$ cat config.mk
export PLATFORM = sky130hd
export DESIGN_NAME = clkctl_regbank
export DESIGN_NICKNAME = d
export VERILOG_FILES = /design/src/rtl/clkctl_pkg.sv /design/src/rtl/clkctl_addr_dec.sv /design/src/rtl/clkctl_store.sv /design/src/rtl/clkctl_resp.sv /design/src/rtl/clkctl_regbank.sv
export SDC_FILE = /design/constraint.sdc
export NUM_CORES = 1
export LEC_CHECK = 0
export ABC_CLOCK_PERIOD_IN_PS = 3900
export BUFFER_PORTS_ARGS = -buffer_cell sky130_fd_sc_hd__buf_4
export CORE_MARGIN = 2
export CORE_UTILIZATION = 35
export CTS_CLUSTER_DIAMETER = 100
export CTS_CLUSTER_SIZE = 12
export DETAILED_ROUTE_END_ITERATION = 10
export GPL_TIMING_DRIVEN = 0
export SLEW_MARGIN = 20
export SYNTH_ARGS = -nofsm -noshare
export SYNTH_HDL_FRONTEND = slang
export SYNTH_SLANG_ARGS = --single-unit
$ cat constraint.sdc
create_clock -name clk -period 3.9 [get_ports clk]
set_input_delay 0.195 -clock clk [delete_from_list [all_inputs] [get_ports clk]]
set_output_delay 0.195 -clock clk [all_outputs]
set_load 0.01 [all_outputs]
$ cat src/rtl/clkctl_pkg.sv
package clkctl_pkg;

    localparam int unsigned DW      = 32;
    localparam int unsigned N_GATE  = 3;
    localparam int unsigned GIDX_W  = (N_GATE > 1) ? $clog2(N_GATE) : 1;

    // word indices (byte offset / 4)
    localparam int unsigned WI_MODE  = 0;
    localparam int unsigned WI_DIV0  = 1;
    localparam int unsigned WI_DIV1  = 2;
    localparam int unsigned WI_PLLM  = 4;
    localparam int unsigned WI_PLLS  = 6;
    localparam int unsigned WI_GATE0 = 8;
    localparam int unsigned WI_CONST = 18;
    localparam int unsigned WI_PWR0  = 23;

    localparam logic [DW-1:0] RST_MODE  = 32'h074B_0B7D;
    localparam logic [DW-1:0] RST_DIV0  = 32'hFF87_0B48;
    localparam logic [DW-1:0] RST_DIV1  = 32'h49FC_FE7F;
    localparam logic [DW-1:0] RST_PLLM  = 32'h0400_1800;
    localparam logic [DW-1:0] RST_PLLS  = 32'h0404_3001;
    localparam logic [DW-1:0] RST_GATE  = 32'hFFFF_FFFF;
    localparam logic [DW-1:0] RST_PWR0  = 32'h8020_9828;
    localparam logic [DW-1:0] RST_PWR1  = 32'h00AA_0000;

    localparam logic [DW-1:0] MASK_MODE = 32'h3B6F_DFFF;
    localparam logic [DW-1:0] MASK_DIV0 = 32'hFF9F_3FFF;
    localparam logic [DW-1:0] MASK_PLL  = 32'hBFFF_3FFF;
    localparam logic [DW-1:0] MASK_FULL = 32'hFFFF_FFFF;
    localparam int unsigned   FORCE_BIT = 26;
    localparam logic [DW-1:0] CONST_RD  = 32'h0000_4040;

    typedef enum logic [3:0] {
        SEL_NONE,
        SEL_MODE,
        SEL_DIV0,
        SEL_DIV1,
        SEL_PLLM,
        SEL_PLLS,
        SEL_GATE,
        SEL_CONST,
        SEL_PWR0
    } reg_sel_e;

    typedef struct packed {
        reg_sel_e          sel;
        logic [GIDX_W-1:0] gidx;
        logic              rd_ok;
        logic              wr_ok;
    } dec_t;

    typedef struct packed {
        logic [DW-1:0]             mode;
        logic [DW-1:0]             div0;
        logic [DW-1:0]             div1;
        logic [DW-1:0]             pllm;
        logic [DW-1:0]             plls;
        logic [N_GATE-1:0][DW-1:0] gate;
        logic [DW-1:0]             pwr0;
        logic [DW-1:0]             pwr1;
    } clk_regs_t;

    // Classify one word index; misaligned addresses map to nothing.
    function automatic dec_t decode_word(int unsigned w, logic aligned);
        dec_t d;
        d.sel   = SEL_NONE;
        d.gidx  = '0;
        d.rd_ok = 1'b0;
        d.wr_ok = 1'b0;
        if (aligned) begin
            if (w == WI_MODE) begin
                d.sel = SEL_MODE; d.rd_ok = 1'b1; d.wr_ok = 1'b1;
            end else if (w == WI_DIV0) begin
                d.sel = SEL_DIV0; d.rd_ok = 1'b1; d.wr_ok = 1'b1;
            end else if (w == WI_DIV1) begin
                d.sel = SEL_DIV1; d.rd_ok = 1'b1; d.wr_ok = 1'b1;
            end else if (w == WI_PLLM) begin
                d.sel = SEL_PLLM; d.rd_ok = 1'b1; d.wr_ok = 1'b1;
            end else if (w == WI_PLLS) begin
                d.sel = SEL_PLLS; d.rd_ok = 1'b1; d.wr_ok = 1'b1;
            end else if (w >= WI_GATE0 && w < WI_GATE0 + N_GATE) begin
                d.sel   = SEL_GATE;
                d.gidx  = GIDX_W'(w - WI_GATE0);
                d.rd_ok = 1'b1;
                d.wr_ok = 1'b1;
            end else if (w == WI_CONST) begin
                d.sel = SEL_CONST; d.rd_ok = 1'b1;
            end else if (w == WI_PWR0) begin
                d.sel = SEL_PWR0; d.rd_ok = 1'b1;
            end
        end
        return d;
    endfunction

    // Value a write leaves in the selected register.
    function automatic logic [DW-1:0] store_value(reg_sel_e sel, logic [DW-1:0] d);
        logic [DW-1:0] v;
        unique case (sel)
            SEL_MODE: begin
                v = d & MASK_MODE;
                v[FORCE_BIT] = 1'b1;
            end
            SEL_DIV0:          v = d & MASK_DIV0;
            SEL_PLLM, SEL_PLLS: v = d & MASK_PLL;
            default:           v = d & MASK_FULL;
        endcase
        return v;
    endfunction

endpackage

$ cat src/rtl/clkctl_addr_dec.sv
module clkctl_addr_dec
    import clkctl_pkg::*;
#(
    parameter int unsigned ADDR_W = 12
) (
    input  logic [ADDR_W-1:0] addr,
    output dec_t              dec
);
    localparam int unsigned WIDX_W = ADDR_W - 2;

    logic [WIDX_W-1:0] widx;
    logic              aligned;

    always_comb begin
        widx    = addr[ADDR_W-1:2];
        aligned = (addr[1:0] == 2'b00);
        dec     = decode_word(int'(widx), aligned);
    end
endmodule

$ cat src/rtl/clkctl_store.sv
module clkctl_store
    import clkctl_pkg::*;
(
    input  logic          clk,
    input  logic          rst,
    input  logic          wr_en,
    input  reg_sel_e      sel,
    input  logic [GIDX_W-1:0] gidx,
    input  logic [DW-1:0] wdata,
    output clk_regs_t     regs
);
    logic [DW-1:0]             mode_q, div0_q, div1_q, pllm_q, plls_q, pwr0_q, pwr1_q;
    logic [N_GATE-1:0][DW-1:0] gate_q;
    logic [DW-1:0]             wval;

    always_comb wval = store_value(sel, wdata);

    always_ff @(posedge clk) begin
        if (rst) begin
            mode_q <= RST_MODE;
            div0_q <= RST_DIV0;
            div1_q <= RST_DIV1;
            pllm_q <= RST_PLLM;
            plls_q <= RST_PLLS;
        end else if (wr_en) begin
            case (sel)
                SEL_MODE: mode_q <= wval;
                SEL_DIV0: div0_q <= wval;
                SEL_DIV1: div1_q <= wval;
                SEL_PLLM: pllm_q <= wval;
                SEL_PLLS: plls_q <= wval;
                default: ;
            endcase
        end
    end

    for (genvar g = 0; g < N_GATE; g++) begin : g_gate
        always_ff @(posedge clk) begin
            if (rst) begin
                gate_q[g] <= RST_GATE;
            end else if (wr_en && sel == SEL_GATE && gidx == GIDX_W'(g)) begin
                gate_q[g] <= wval;
            end
        end
    end

    // power words have no write path; they only take their reset values
    always_ff @(posedge clk) begin
        if (rst) begin
            pwr0_q <= RST_PWR0;
            pwr1_q <= RST_PWR1;
        end
    end

    always_comb begin
        regs.mode = mode_q;
        regs.div0 = div0_q;
        regs.div1 = div1_q;
        regs.pllm = pllm_q;
        regs.plls = plls_q;
        regs.gate = gate_q;
        regs.pwr0 = pwr0_q;
        regs.pwr1 = pwr1_q;
    end
endmodule

$ cat src/rtl/clkctl_resp.sv
module clkctl_resp
    import clkctl_pkg::*;
(
    input  logic          clk,
    input  logic          rst,
    input  logic          rd,
    input  logic          wr,
    input  dec_t          dec,
    input  clk_regs_t     regs,
    output logic [DW-1:0] rdata,
    output logic          err
);
    logic [DW-1:0] mux_val;
    logic          bad;

    always_comb begin
        unique case (dec.sel)
            SEL_MODE:  mux_val = regs.mode;
            SEL_DIV0:  mux_val = regs.div0;
            SEL_DIV1:  mux_val = regs.div1;
            SEL_PLLM:  mux_val = regs.pllm;
            SEL_PLLS:  mux_val = regs.plls;
            SEL_GATE:  mux_val = regs.gate[dec.gidx];
            SEL_CONST: mux_val = CONST_RD;
            SEL_PWR0:  mux_val = regs.pwr0;
            default:   mux_val = '0;
        endcase
        bad = (rd && !dec.rd_ok) || (wr && !dec.wr_ok);
    end

    always_ff @(posedge clk) begin
        if (rst) begin
            rdata <= '0;
            err   <= 1'b0;
        end else begin
            rdata <= (rd && dec.rd_ok) ? mux_val : '0;
            err   <= bad;
        end
    end
endmodule

$ cat src/rtl/clkctl_regbank.sv
module clkctl_regbank
    import clkctl_pkg::*;
#(
    parameter int unsigned ADDR_W = 12
) (
    input  logic                     clk,
    input  logic                     rst,
    input  logic [ADDR_W-1:0]        bus_addr,
    input  logic                     bus_wr,
    input  logic [31:0]              bus_wdata,
    input  logic                     bus_rd,
    output logic [31:0]              bus_rdata,
    output logic                     bus_err,
    output logic [31:0]              cfg_mode,
    output logic [31:0]              cfg_div0,
    output logic [31:0]              cfg_div1,
    output logic [31:0]              cfg_pll_main,
    output logic [31:0]              cfg_pll_ser,
    output logic [N_GATE*32-1:0]     cfg_gate,
    output logic [31:0]              cfg_pwr0,
    output logic [31:0]              cfg_pwr1
);
    dec_t      dec;
    clk_regs_t regs;

    clkctl_addr_dec #(.ADDR_W(ADDR_W)) u_dec (
        .addr (bus_addr),
        .dec  (dec)
    );

    clkctl_store u_store (
        .clk   (clk),
        .rst   (rst),
        .wr_en (bus_wr && dec.wr_ok),
        .sel   (dec.sel),
        .gidx  (dec.gidx),
        .wdata (bus_wdata),
        .regs  (regs)
    );

    clkctl_resp u_resp (
        .clk   (clk),
        .rst   (rst),
        .rd    (bus_rd),
        .wr    (bus_wr),
        .dec   (dec),
        .regs  (regs),
        .rdata (bus_rdata),
        .err   (bus_err)
    );

    always_comb begin
        cfg_mode     = regs.mode;
        cfg_div0     = regs.div0;
        cfg_div1     = regs.div1;
        cfg_pll_main = regs.pllm;
        cfg_pll_ser  = regs.plls;
        cfg_gate     = regs.gate;
        cfg_pwr0     = regs.pwr0;
        cfg_pwr1     = regs.pwr1;
    end
endmodule

Word-level counts from Yosys, hierarchy flattened
Cells that the tools add are included.
{"block": "totals", "elab_cells": 81, "ff_bits": 289, "in_bits": 48, "output_inout_bits": 353}
{"block": "op_classes", "bitwise_logic": 1, "n_eq_ne": 16, "n_lt_le_gt_ge": 3, "addsub": 1, "mux": 28, "n_reduce_logical": 22}
{"operator": "32-bit case mux with 8 select lines", "n": 1}
{"operator": "32-bit case mux with 3 select lines", "n": 1}
{"operator": "32-bit binary-select mux with 2-bit select", "n": 1}
{"operator": "32-bit 2-to-1 mux", "n": 1}
{"operator": "4-bit 2-to-1 mux", "n": 8}
{"operator": "2-bit 2-to-1 mux", "n": 11}
{"operator": "10-bit by 3-bit == test with 1-bit output (second input constant)", "n": 2}
{"operator": "10-bit by 5-bit == test with 1-bit output (second input constant)", "n": 2}
{"operator": "4-bit by 3-bit == test with 1-bit output (second input constant)", "n": 4}
{"operator": "10-bit by 1-bit == test with 1-bit output (second input constant)", "n": 1}
{"operator": "10-bit by 2-bit == test with 1-bit output (second input constant)", "n": 1}
{"operator": "10-bit by 4-bit greater-or-equal comparator with 1-bit output (second input constant)", "n": 1}
{"operator": "10-bit logical NOT", "n": 1}
{"operator": "10-bit by 4-bit < comparator with 1-bit output (second input constant)", "n": 1}
{"operator": "2-bit AND reduction", "n": 5}
{"operator": "1-bit logical AND", "n": 9}
{"operator": "4-bit by 2-bit == test with 1-bit output (second input constant)", "n": 2}
{"operator": "8-bit 2-to-1 mux", "n": 1}
{"operator": "4-bit by 1-bit == test with 1-bit output (second input constant)", "n": 1}
{"operator": "4-bit == test (second input constant)", "n": 1}
{"operator": "2-bit logical NOT", "n": 2}
{"operator": "1-bit 2-to-1 mux", "n": 4}
{"operator": "2-bit OR reduction", "n": 2}
{"operator": "2-bit by 3-bit < comparator with 1-bit output (second input constant)", "n": 1}
{"operator": "6 further kinds", "n": 7}

Longest topological paths before layout
Gate-level depths: netlist of run 1.
{"block": "depth", "depth_word": 13, "depth_mapped": 11, "ltp_nobuf": 6}

Cells and area by module
From an unflattened synthesis of run 1, not the netlist that was laid out.
{"block": "unflattened", "cells_unflattened": 1601, "hier_area_um2": 13302.8}
{"mod": "clkctl_store", "area_each_um2": 10164.7, "seq_area_each_um2": 5124.9, "cells_per_inst": 1211, "instances": 1}
{"mod": "clkctl_resp", "area_each_um2": 2916.5, "seq_area_each_um2": 660.6, "cells_per_inst": 356, "instances": 1}
{"mod": "clkctl_addr_dec", "area_each_um2": 215.2, "seq_area_each_um2": 0.0, "cells_per_inst": 33, "instances": 1}
{"mod": "clkctl_regbank", "area_each_um2": 6.3, "seq_area_each_um2": 0.0, "cells_per_inst": 1, "instances": 1}

Worst setup path before layout of run 1
Ideal clock, no wire load.
{"block": "synth_timing", "path_type": "input -> register", "startpoint": "input port bus_addr[2]", "endpoint": "register u_store.plls_q[13]", "setup_ns": 0.122, "cell_stages": 8, "path_buffers": 3, "t_arrival_ns": 1.883, "slack_ns": 1.895, "required_ns": 3.778, "cell_sequence": "buf_2 > nor3b_1 > nand3_1 > or4_1 > clkbuf_1 > buf_2 > a21oi_1 > o21ai_1"}
{"block": "synth_between", "elab_chain_len": 13, "elab_cells_between_ends": 33, "classes_between": "order compare (2); eq/ne (10); mux (16); reduce/logical (5)"}
{"element": "from (decl)", "line_no": "clkctl_regbank.sv:8", "text": "input logic [ADDR_W-1:0] bus_addr,"}
{"element": "branches (longest 9 deep; another with 10-bit by 4-bit greater-or-equal comparator with 1-bit output)"}
{"element": "8-bit 2-to-1 mux *", "line_no": "clkctl_pkg.sv:70", "text": "if (aligned) begin"}
{"element": "4-bit by 3-bit == test with 1-bit output (on tied branches)", "line_no": "clkctl_pkg.sv:98, clkctl_store.sv:26"}
{"element": "2-bit OR reduction", "line_no": "clkctl_pkg.sv:98", "text": "unique case (sel)"}
{"element": "32-bit case mux with 3 select lines", "line_no": "clkctl_pkg.sv:98"}
{"element": "to (signal assigned)", "line_no": "clkctl_store.sv:31", "text": "SEL_PLLS: plls_q <= wval;"}
{"element": "to (decl)", "line_no": "clkctl_store.sv:12", "text": "logic [DW-1:0] mode_q, div0_q, div1_q, pllm_q, plls_q, pwr0_q, pwr1_q;"}
Every way passes the cells marked *.
A chain may end at the register's enable or synchronous reset.

Worst setup path in the final report of run 1
{"block": "layout_timing", "startpoint": "input port bus_addr[2]", "endpoint": "register u_resp.rdata[7]"}
{"block": "layout_between", "elab_chain_len": 13, "elab_cells_between_ends": 48, "classes_between": "add/sub (1); order compare (2); eq/ne (14); mux (26); bitwise (1); reduce/logical (4)"}
{"element": "branches (longest 9 deep; another with 10-bit by 4-bit greater-or-equal comparator with 1-bit output)"}
{"element": "8-bit 2-to-1 mux *", "line_no": "clkctl_pkg.sv:70"}
{"element": "branches (longest 3 deep; another with 32-bit binary-select mux with 2-bit select)"}
{"element": "to (signal assigned)", "line_no": "clkctl_resp.sv:36", "text": "rdata <= (rd && dec.rd_ok) ? mux_val : '0;"}
{"element": "to (decl)", "line_no": "clkctl_resp.sv:10", "text": "output logic [DW-1:0] rdata,"}
Every way passes the cells marked *. The select of a mux whose other input is x is not followed.

==> impl_metrics.yaml, run 1 <==
drt:
  via_count: 13500
  antenna_left: 0
  drt-total-wl_um: 61500
  drc: 0
  viasPerCell: 5.48
  drtIter0Drc: 1361
  wire_per_inst_um: 24.9
  drtPass1Iterations: 6
worst_setup_path:
  critPathLaunchType: "primary input"
  slowest_delay_ns: 0.72
  slowest_stage: "clkbuf_1"
  critPathRequiredTime_ns: 4.27
  setup.worst_path.start: "bus_addr[2]"
  critPathKind: "primary input to flip-flop"
  crit_family: "buffers and inverters"
  crit_arrival_ns: 3.23
  critPathBufInv: 3
  cp_cell_sequence: "buf_2, clkbuf_1, nor2_1, nand2_1, o21a_1, nand2_1, a311o_1, clkbuf_1, a31oi_1"
  worst_setup_path_end_kind: "flip-flop"
  reg2reg_from: "u_store.regs[102]"
  critPathMaxFanout: 10
hold_path:
  min_from: "bus_wdata[4]"
  min_path_type: "primary input to flip-flop"
sta:
  finClkSkew_ns: 0.0161
  rsz0062_at_grt: "false"
  slew_headroom_pct: 30.1
  slew_viol_final: 0
  fmax_ghz: 0.349
  min_period_ns: 2.86
  finalHoldViolations: 0
  setup_violations: 0
  max_slew.worst_pin.slew_ns: 1.04
  fin_setup_tns_ns: 0
  post-route-period-util_pct: 73.4
power:
  p_sw_mw: 1.41
  power.density_nw_per_um2: 349
  power.internal_mw: 4.39
  power_frac_comb_pct: 6.5
  pwr-share-clk_pct: 42.6
  leakagePower_nw: 7.25
  pwr-share-seq_pct: 50.9
  peakVddDrop_mv: 0.313
  swShare_pct: 24.3
clock_network:
  cts_buffer_depth: 3
  numClockSinks: 289
  worst_skew_pair.late_latency_ns: 0.56
  clkTransAtPathRegs_ns: 0.06
  cts_root_buf: "clkbuf_16"
  cts_max_level: 1
  cts_tree: "done"
  cts_buffers: 28
  post_cts_resized: 0
cells_and_area:
  final_common_cell: "nand2_1"
  fin_util_pct: 47.0
  mostFrequentLayoutCells: "460 x nand2_1, 378 x buf_4, 289 x dfxtp_1, 161 x a21oi_1, 106 x nand3b_1"
  fill_cells: 3586
  area_growth_pct: 32.6
  drive_above_1_share_pct: 23.6
  final_nets: 2055
  num_antenna_cells: 0
synth:
  ys_types: 53
  ys_ff_latch: 289
  syn_inst: 1583
  synth_flop_cell: "dfxtp_1"
  ys_seq_area_share_pct: 46.1
  avgSynthCellArea_um2: 7.93
  yosysWarnings: 0
  synth-async-reset-ratio_pct: 0
  syn_area_um2: 12500
  synth-edff-count: 0
global_route:
  grt_first_pass_wirelength_um: 88100
  first_global_vias: 12800
  track_usage_pct: 31.6
  antenna_found_initial: 0
  grt_max_degree: 14
  overflow: 0
floorplan:
  core_area_um2: 35400
  die_w_um: 193
  start_util_pct: 35.4
  num_io_pins: 401
  fp.dieH_um: 193
  dieArea_um2: 37400
  fp-row-count: 69
run:
  drv_cap: 0
placed_design:
  io_buffer_count: 311
  hpwl_um: 47100
  gp_congestion: 0.961
status:
  status: "finished clean"
## final timing paths
| kind | end | slack [ns] | cells past startpoint |
|---|---|---|---|
| setup reg to reg | u_resp.rdata[6] | 2.33 | 4 |
| setup / recovery | u_resp.rdata[7] | 1.04 | 9 |
| hold reg to reg | u_store.mode_q[29] | 0.47 | 2 |
| hold / removal | u_store.div0_q[4] | 0.006 | 3 |
## cell families after synthesis
kind of cell | after synthesis | synth area share, %
AND/OR/NAND/NOR | 726 | 27.2
AO/OA/AOI/OAI | 344 | 17.2
flip-flops | 289 | 46.1
buffers and inverters | 217 | 9.08
multiplexers | 3 | 0.259
XOR/XNOR | 2 | 0.140
other | 2 | 0.0599
## registers in the layout, indices dropped and copies added (netlist names)
signal / count
u_store.div0_q: 32
u_resp.err: 1
u_store.mode_q: 32
u_store.pllm_q: 32
u_store.div1_q: 32
u_store.plls_q: 32
u_resp.rdata: 32
u_store.regs: 96
## area by class of cell
cell class	instances	area, um^2	share of cell area, %
inverters	2	7.51	0.0451
plain buffers	215	1130	6.80
repair buffers	332	2540	15.3
multi-input cells	1139	5850	35.2
clock buffers	30	729	4.38
well taps	461	577	3.47
clock inverters	1	11.3	0.0677
flip-flops and latches	289	5790	34.8
## routing by layer
| layer | global-route usage, % | wire, um | vias to the layer above |
|---|---|---|---|
| met3 | 6.26 | 6310 | 142 |
| met2 | 49.4 | 27200 | 843 |
| met5 | 0 | 0 | - |
| li1 | - | - | 6127 |
| met1 | 42.0 | 24800 | 6423 |
| met4 | 14.6 | 3100 | 0 |
## cells in the mapped netlist (3+ instances only)
| cell type | n | share of area (%) |
|---|---|---|
| nand2_1 | 460 | 14 |
| nor3_1 | 36 | 1.4 |
| nand4_1 | 5 | 0.25 |
| nand3_1 | 11 | 0.44 |
| and3_1 | 26 | 1.3 |
| nand3b_1 | 106 | 6.3 |
| nor4_1 | 7 | 0.35 |
| dfxtp_1 | 289 | 46 |
| and4b_1 | 3 | 0.24 |
| a31oi_1 | 38 | 1.9 |
| o21ai_0 | 25 | 1.0 |
| buf_2 | 59 | 2.4 |
| a21oi_1 | 161 | 6.4 |
| and2_1 | 8 | 0.40 |
| o21ai_1 | 6 | 0.24 |
| nor3b_1 | 10 | 0.60 |
| a311oi_1 | 12 | 0.84 |
| a22oi_1 | 34 | 2.0 |
| a22o_1 | 30 | 2.1 |
| buf_4 | 67 | 4.0 |
| a211o_1 | 17 | 1.2 |
| nor2_1 | 45 | 1.3 |
| clkbuf_1 | 87 | 2.6 |
## power groups by stage
stage                     sequential (mW)  combinational (mW)  clock [mW]
after floorplan                      3.02               0.216           0
after global placement               3.02               0.350           0
after detailed placement             3.02               0.350           0
after CTS                            2.95               0.368        2.48
after global routing                 2.95               0.397        2.58
final                                2.95               0.378        2.47
## per-stage QoR
stage	std cells	cell area (um^2)	total power, mW	hold slack, ns	setup WS, ns
after floorplan	1645	12800	3.23	0.294	1.89
after global placement	2417	15700	3.37	0.422	0.474
after detailed placement	2417	15700	3.37	0.428	0.477
after CTS	2469	16600	5.80	0.000773	1.06
after global routing	2469	16600	5.93	0.000212	1.04
final	2469	16600	5.80	0.00582	1.04
## worst register-to-register path, delay by kind of cell, from the launching register on
kind               cells  cell delay, ns
DFF                    1            0.33
AOI/OAI and AO/OA      4            1.08
## timing repair
action                                 CTS  global route
endpoints found under the hold margin   52             0
setup buffers                            0             0
hold buffers                            21             0
Note: power is estimated with default switching activity, not from simulation.
==> run 2, diff against run 1 <==
- ABC_AREA: not set -> 1
- ABC_CLOCK_PERIOD_IN_PS: 3900 -> 2800
- clock period: 3.9 -> 2.8 ns (I/O delays scaled with it)
==> run 2 against run 1 <==
  * Routed wire length barely moved
  * Sequential share of layout area fell by 0.93 points
  * Sequential cell count did not move
  * Count of clock-buffer cells in the layout fell by 1
  * Register-to-register slack got worse by 0.95 ns
  * Final area rose by 2.7%
  * Largest cell class unchanged
  * Highest routed layer unchanged
==> impl_metrics.yaml, run 2 <==
status:
  status: "finished clean"
floorplan:
  num_io_pins: 401
  core_area_um2: 36400
  fp-row-count: 70
  dieArea_um2: 38300
  start_util_pct: 35.3
  fp.dieH_um: 196
  die_w_um: 196
worst_setup_path:
  reg2reg_from: "u_store.regs[117]"
  slowest_delay_ns: 0.89
  critPathMaxFanout: 10
  reg2reg_slack_ns: 1.38
  cp_cell_sequence: "buf_4, nor2_1, nand3_1, nor2_2, nor2_2, nand2_1, nand2_1, nand2_1, nor2_1, buf_4, nor3_1, nand2_1, nand3_1"
  critPathBufInv: 2
  critPathKind: "primary input to flip-flop"
  worst_setup_path_end_kind: "flip-flop"
  ff2ff_path_depth: 6
  slowest_stage: "nor3_1"
  path_common_cell: "nand2_1"
  rr_endpoint: "u_resp.rdata[21]"
  crit_arrival_ns: 2.92
  critPathLaunchType: "primary input"
  critPathRequiredTime_ns: 3.28
  crit_family: "simple AND/OR/NAND/NOR gates"
hold_path:
  hold-path-endpoint: "u_store.mode_q[17]"
  min_path_type: "primary input to flip-flop"
  min_from: "bus_wdata[17]"
  worstHoldPathCells: 3
synth:
  ys_types: 23
  avgSynthCellArea_um2: 6.88
  synth_flop_cell: "dfxtp_1"
  yosysTopAreaCell: "dfxtp_1"
  synth_compound_area_share_pct: 7.74
  synthTopCellsByArea: "dfxtp_1 45%, nand2_1 18%, nand3_1 9.8%"
  synthDominantCellAreaShare_pct: 44.9
  synth_top_family_by_area: "simple AND/OR/NAND/NOR gates"
  syn_area_um2: 12900
  synth_fa_ha_area_share_pct: 0
  synthSimpleGateAreaFrac_pct: 37.2
  synth-async-reset-ratio_pct: 0
  synth-edff-count: 0
  ys_ff_latch: 289
  syn_inst: 1870
  synthMuxAreaShare_pct: 0
  synth_xor_area_share_pct: 0
  yosysWarnings: 0
  synthTopCellsByCount: "626 x nand2_1, 289 x dfxtp_1, 251 x nand3_1"
  synth_most_common_cell: "nand2_1"
  ys_seq_area_share_pct: 44.9
drt:
  drtIter0Drc: 1412
  drc: 0
  via_count: 14500
  drt-total-wl_um: 61400
  viasPerCell: 5.22
  antenna_left: 0
  wire_per_inst_um: 22.1
  drtPass1Iterations: 5
sta:
  slew_headroom_pct: 23.3
  setup_violations: 0
  fmax_ghz: 0.410
  post-route-period-util_pct: 87.2
  slew_viol_final: 0
  rsz0062_at_grt: "false"
  finalHoldViolations: 0
  finClkSkew_ns: 0.0319
  hold_ws_ns: 0.0279
  max_slew.worst_pin.slew_ns: 1.14
  min_period_ns: 2.44
clock_network:
  post_cts_resized: 0
  worst_skew_pair.late_latency_ns: 0.57
  cts_tree: "done"
  cts_root_buf: "clkbuf_16"
  cts_buffer_depth: 3
  numClockSinks: 289
  cts_buffers: 28
  clkTransAtPathRegs_ns: 0.07
  cts_max_level: 1
global_route:
  first_global_vias: 13500
  overflow: 0
  antenna_found_initial: 0
  track_usage_pct: 31.0
  grt_first_pass_wirelength_um: 88100
  grt_max_degree: 15
cells_and_area:
  final_common_cell: "nand2_1"
  final_nets: 2359
  fin_cells: 2780
  mostFrequentLayoutCells: "626 x nand2_1, 399 x buf_4, 289 x dfxtp_1, 251 x nand3_1, 217 x nor2_1"
  largest_reg_flops: 96
  drive_above_1_share_pct: 22.1
  num_antenna_cells: 0
  area_growth_pct: 32.8
power:
  power.density_nw_per_um2: 466
  leakagePower_nw: 8.66
  peakVddDrop_mv: 0.435
placed_design:
  io_buffer_count: 328
  hpwl_um: 46700
  placedCellCount: 2728
  gp_congestion: 0.959
run:
  drv_cap: 0
run 2: changes by cell type after synthesis, sizes merged, moves of 40 or more:
cell | before | now
inv | 2 | 57
nand2 | 460 | 630
nor2 | 45 | 234
nand3 | 11 | 251
o21ai | 31 | 80
a21oi | 161 | 56
nand3b | 106 | 0
o211ai | 2 | 42
run 2: layout make-up:
type | count | area (um^2)
Multi-Input combinational cell | 1391 | 6030
Tap cell | 468 | 586
Clock buffer | 29 | 704
Sequential cell | 289 | 5790
Buffer | 195 | 1080
Clock inverter | 2 | 27.5
Inverter | 57 | 214
Timing Repair Buffer | 349 | 2670
Fill cell | 3786 | 19300
run 2: timing repair:
action	CTS	global route
hold buffers	21	0
endpoints found under the hold margin	104	0
buffers inserted	0	0
run 2: worst max-delay path by stage:
| stage | startpoint | endpoint | slack [ns] | cells past startpoint |
|---|---|---|---|---|
| floorplan | bus_addr[2] | u_store.regs[86] | 0.98 | 14 |
| global placement | bus_addr[11] | u_store.regs[126] | -0.12 | 13 |
| detailed placement | bus_addr[8] | u_store.regs[158] | -0.11 | 13 |
| CTS | bus_addr[8] | u_store.regs[158] | 0.47 | 13 |
| global route | bus_addr[8] | u_store.regs[158] | 0.20 | 13 |
| finish | bus_addr[8] | u_store.regs[158] | 0.36 | 13 |
run 2: through the flow:
| stage | setup TNS, ns | total power [mW] | utilization, % | area (um^2) | setup WS [ns] |
|---|---|---|---|---|---|
| 2_1_floorplan | 0 | 4.44 | - | 13100 | 0.975 |
| 3_3_place_gp | -0.523 | 4.61 | 44.3 | 16200 | -0.117 |
| 3_5_place_dp | -0.630 | 4.61 | 44.3 | 16200 | -0.106 |
| 4_1_cts | 0 | 7.97 | 46.9 | 17100 | 0.468 |
| 5_1_grt | 0 | 8.15 | 46.9 | 17100 | 0.198 |
| 6_report | 0 | 7.97 | 46.9 | 17100 | 0.360 |
run 2: power breakdown:
| part | internal [mW] | switching (mW) | total (mW) |
|---|---|---|---|
| sequential | 4.11 | 0.000352 | 4.11 |
| clock | 1.77 | 1.64 | 3.41 |
| combinational | 0.149 | 0.296 | 0.445 |
| total | 6.03 | 1.94 | 7.97 |
run 2: cells by family (layout without fill, tap and decap cells):
logic type             count (synthesis)  count (layout)
and+or+nand+nor                     1149            1149
AOI/OAI and AO/OA                    178             178
other                                  2              64
DFF                                  289             289
buffers and inverters                252             632
run 2: per-layer routing:
layer	part of all wire [%]	track usage, %	vias up	wire length, um
met2	44	49.9	850	27200
met4	4.9	13.4	0	3000
li1	-	-	6765	-
met5	0	0	-	0
met1	40	39.3	6733	24700
met3	11	8.06	150	6570
run 2: tightest hold or removal path, cell delays in order:
cell and delay (ns):
clkbuf_1 0.21, nand2_1 0.13, nand3_1 0.06
==> run 3, diff against run 2 <==
- CORE_UTILIZATION: 35 -> 30
==> run 3 against run 2 <==
  * Hold slack improved by 0.031 ns
  * Count of clock-buffer cells in the layout did not move
  * Fmax fell by 0.33%
  * Combinational power rose by 2%
  * Final area rose by 0.58%
  * First-iteration DRC count rose by 1.8%
  * Register-to-register slack improved by 0.03 ns
  * Utilization fell by 6.1 points
  * Sequential power barely moved
  * Global-route usage fell by 2.8 points
  * Clock power rose by 2%
==> impl_metrics.yaml, run 3 (synthesis gave the netlist of run 2 again) <==
status:
  status: "finished clean"
cells_and_area:
  drive_above_1_share_pct: 22.1
  fin_util_pct: 40.8
  mostFrequentLayoutCells: "626 x nand2_1, 399 x buf_4, 289 x dfxtp_1, 251 x nand3_1, 217 x nor2_1"
  num_antenna_cells: 0
  final_nets: 2359
  final_common_cell: "nand2_1"
  area_growth_pct: 33.6
  finalInstanceArea_um2: 17200
  largest_reg_flops: 96
floorplan:
  die_w_um: 211
  fp.dieH_um: 211
  num_io_pins: 401
  start_util_pct: 30.6
  fp-row-count: 75
  dieArea_um2: 44600
  core_area_um2: 42100
sta:
  max_slew.worst_pin.slew_ns: 1.12
  fmax_ghz: 0.408
  min_period_ns: 2.45
  slew_viol_final: 0
  finClkSkew_ns: 0.0221
  fin_setup_tns_ns: 0
  slew_headroom_pct: 24.8
  post-route-period-util_pct: 87.4
  setup_violations: 0
  fin_ws_ns: 0.351
  finalHoldViolations: 0
  rsz0062_at_grt: "false"
clock_network:
  cts_buffer_depth: 3
  cts_buffers: 28
  numClockSinks: 289
  worst_skew_pair.late_latency_ns: 0.56
  cts_max_level: 1
  cts_root_buf: "clkbuf_16"
  clkTransAtPathRegs_ns: 0.06
  post_cts_resized: 0
  cts_tree: "done"
drt:
  route.top_layer_used: "met4"
  wl_met1_um: 26700
  via_count: 14500
  drt-total-wl_um: 65200
  wire_per_inst_um: 22.9
  drtIter0Drc: 1438
  met3_length_um: 6310
  antenna_left: 0
  viasPerCell: 5.09
  drc: 0
  drtPass1Iterations: 5
  wl_met2_um: 29300
worst_setup_path:
  slowest_delay_ns: 0.44
  cp_cell_sequence: "buf_4, nor2_4, nand3_1, nor2_2, nor2_2, nand2_2, nand3_1, nor2_1, buf_2, buf_4, nand2_1, nand3_1, nor2_1, nor2_1"
  crit_arrival_ns: 2.88
  critPathLaunchType: "primary input"
  critPathMaxFanout: 10
  critPathRequiredTime_ns: 3.23
  worst_setup_path_end_kind: "flip-flop"
  crit_family: "simple AND/OR/NAND/NOR gates"
  slowest_stage: "buf_2"
  critPathKind: "primary input to flip-flop"
  critPathBufInv: 3
power:
  leakagePower_nw: 8.67
  peakVddDrop_mv: 0.459
  power.density_nw_per_um2: 467
global_route:
  grt_max_degree: 15
  first_global_vias: 13700
  overflow: 0
  track_usage_pct: 28.3
  grt_first_pass_wirelength_um: 92900
  antenna_found_initial: 2
placed_design:
  gp_congestion: 0.958
  dpl_worst_slack_ns: -0.202
  io_buffer_count: 328
  placed_cell_area_um2: 16200
  hpwl_um: 50200
hold_path:
  min_path_type: "primary input to flip-flop"
run:
  drv_cap: 0
[run 3: cell counts in the layout (fill, tap and decap cells not counted)]
No cell type changed its count.
[run 3: routing by layer]
metal	vias up	track usage (%)
met4	0	11.7
met5	-	0
met3	146	5.52
met1	6770	36.8
met2	838	45.8
li1	6770	-
[run 3: what timing repair did]
| item | 4_1_cts | 5_1_grt |
|---|---|---|
| hold buffers | 21 | 0 |
| hold endpoints to repair | 97 | 0 |
| setup buffers | 0 | 0 |
[run 3: path summary, 6_finish.rpt]
| check | start | slack (ns) | endpoint | depth (start not counted) |
|---|---|---|---|---|
| setup / recovery | bus_addr[11] | 0.35 | u_resp.rdata[8] | 14 |
| hold / removal | bus_wdata[25] | 0.06 | u_store.regs[89] | 3 |
| setup reg to reg | u_store.regs[117] | 1.41 | u_resp.rdata[21] | 6 |
| hold reg to reg | u_store.mode_q[30] | 0.47 | u_store.mode_q[30] | 2 |
[run 3: worst reg2reg max path, cell delays in order (launching register included)]
cell and delay, ns:
dfxtp_1 0.38, nand4_1 0.11, nand2_1 0.11, nand2_1 0.05
a21oi_1 0.35, nor2_1 0.10, a21oi_1 0.21
[run 3: layout make-up]
cell class              instances  area (um^2)
plain buffers                 195         1080
clock buffers                  29          714
clock inverters                 2         27.5
fillers                      4448        24900
inverters                      57          214
multi-input cells            1391         6030
flip-flops and latches        289         5790
well taps                     539          674
repair buffers                349         2670
[run 3: report_power, final]
group          total, mW  switching [mW]  internal, mW
Combinational      0.455           0.306         0.149
Sequential          4.11        0.000245          4.11
Clock               3.47            1.67          1.80
[run 3: stage by stage]
stage          power (mW)  hold slack [ns]  cells
4_1_cts              8.04           0.0344   2851
3_3_place_gp         4.62            0.414   2799
2_1_floorplan        4.44            0.253   1932
3_5_place_dp         4.62            0.416   2799
6_report             8.03           0.0591   2851
5_1_grt              8.22           0.0621   2851
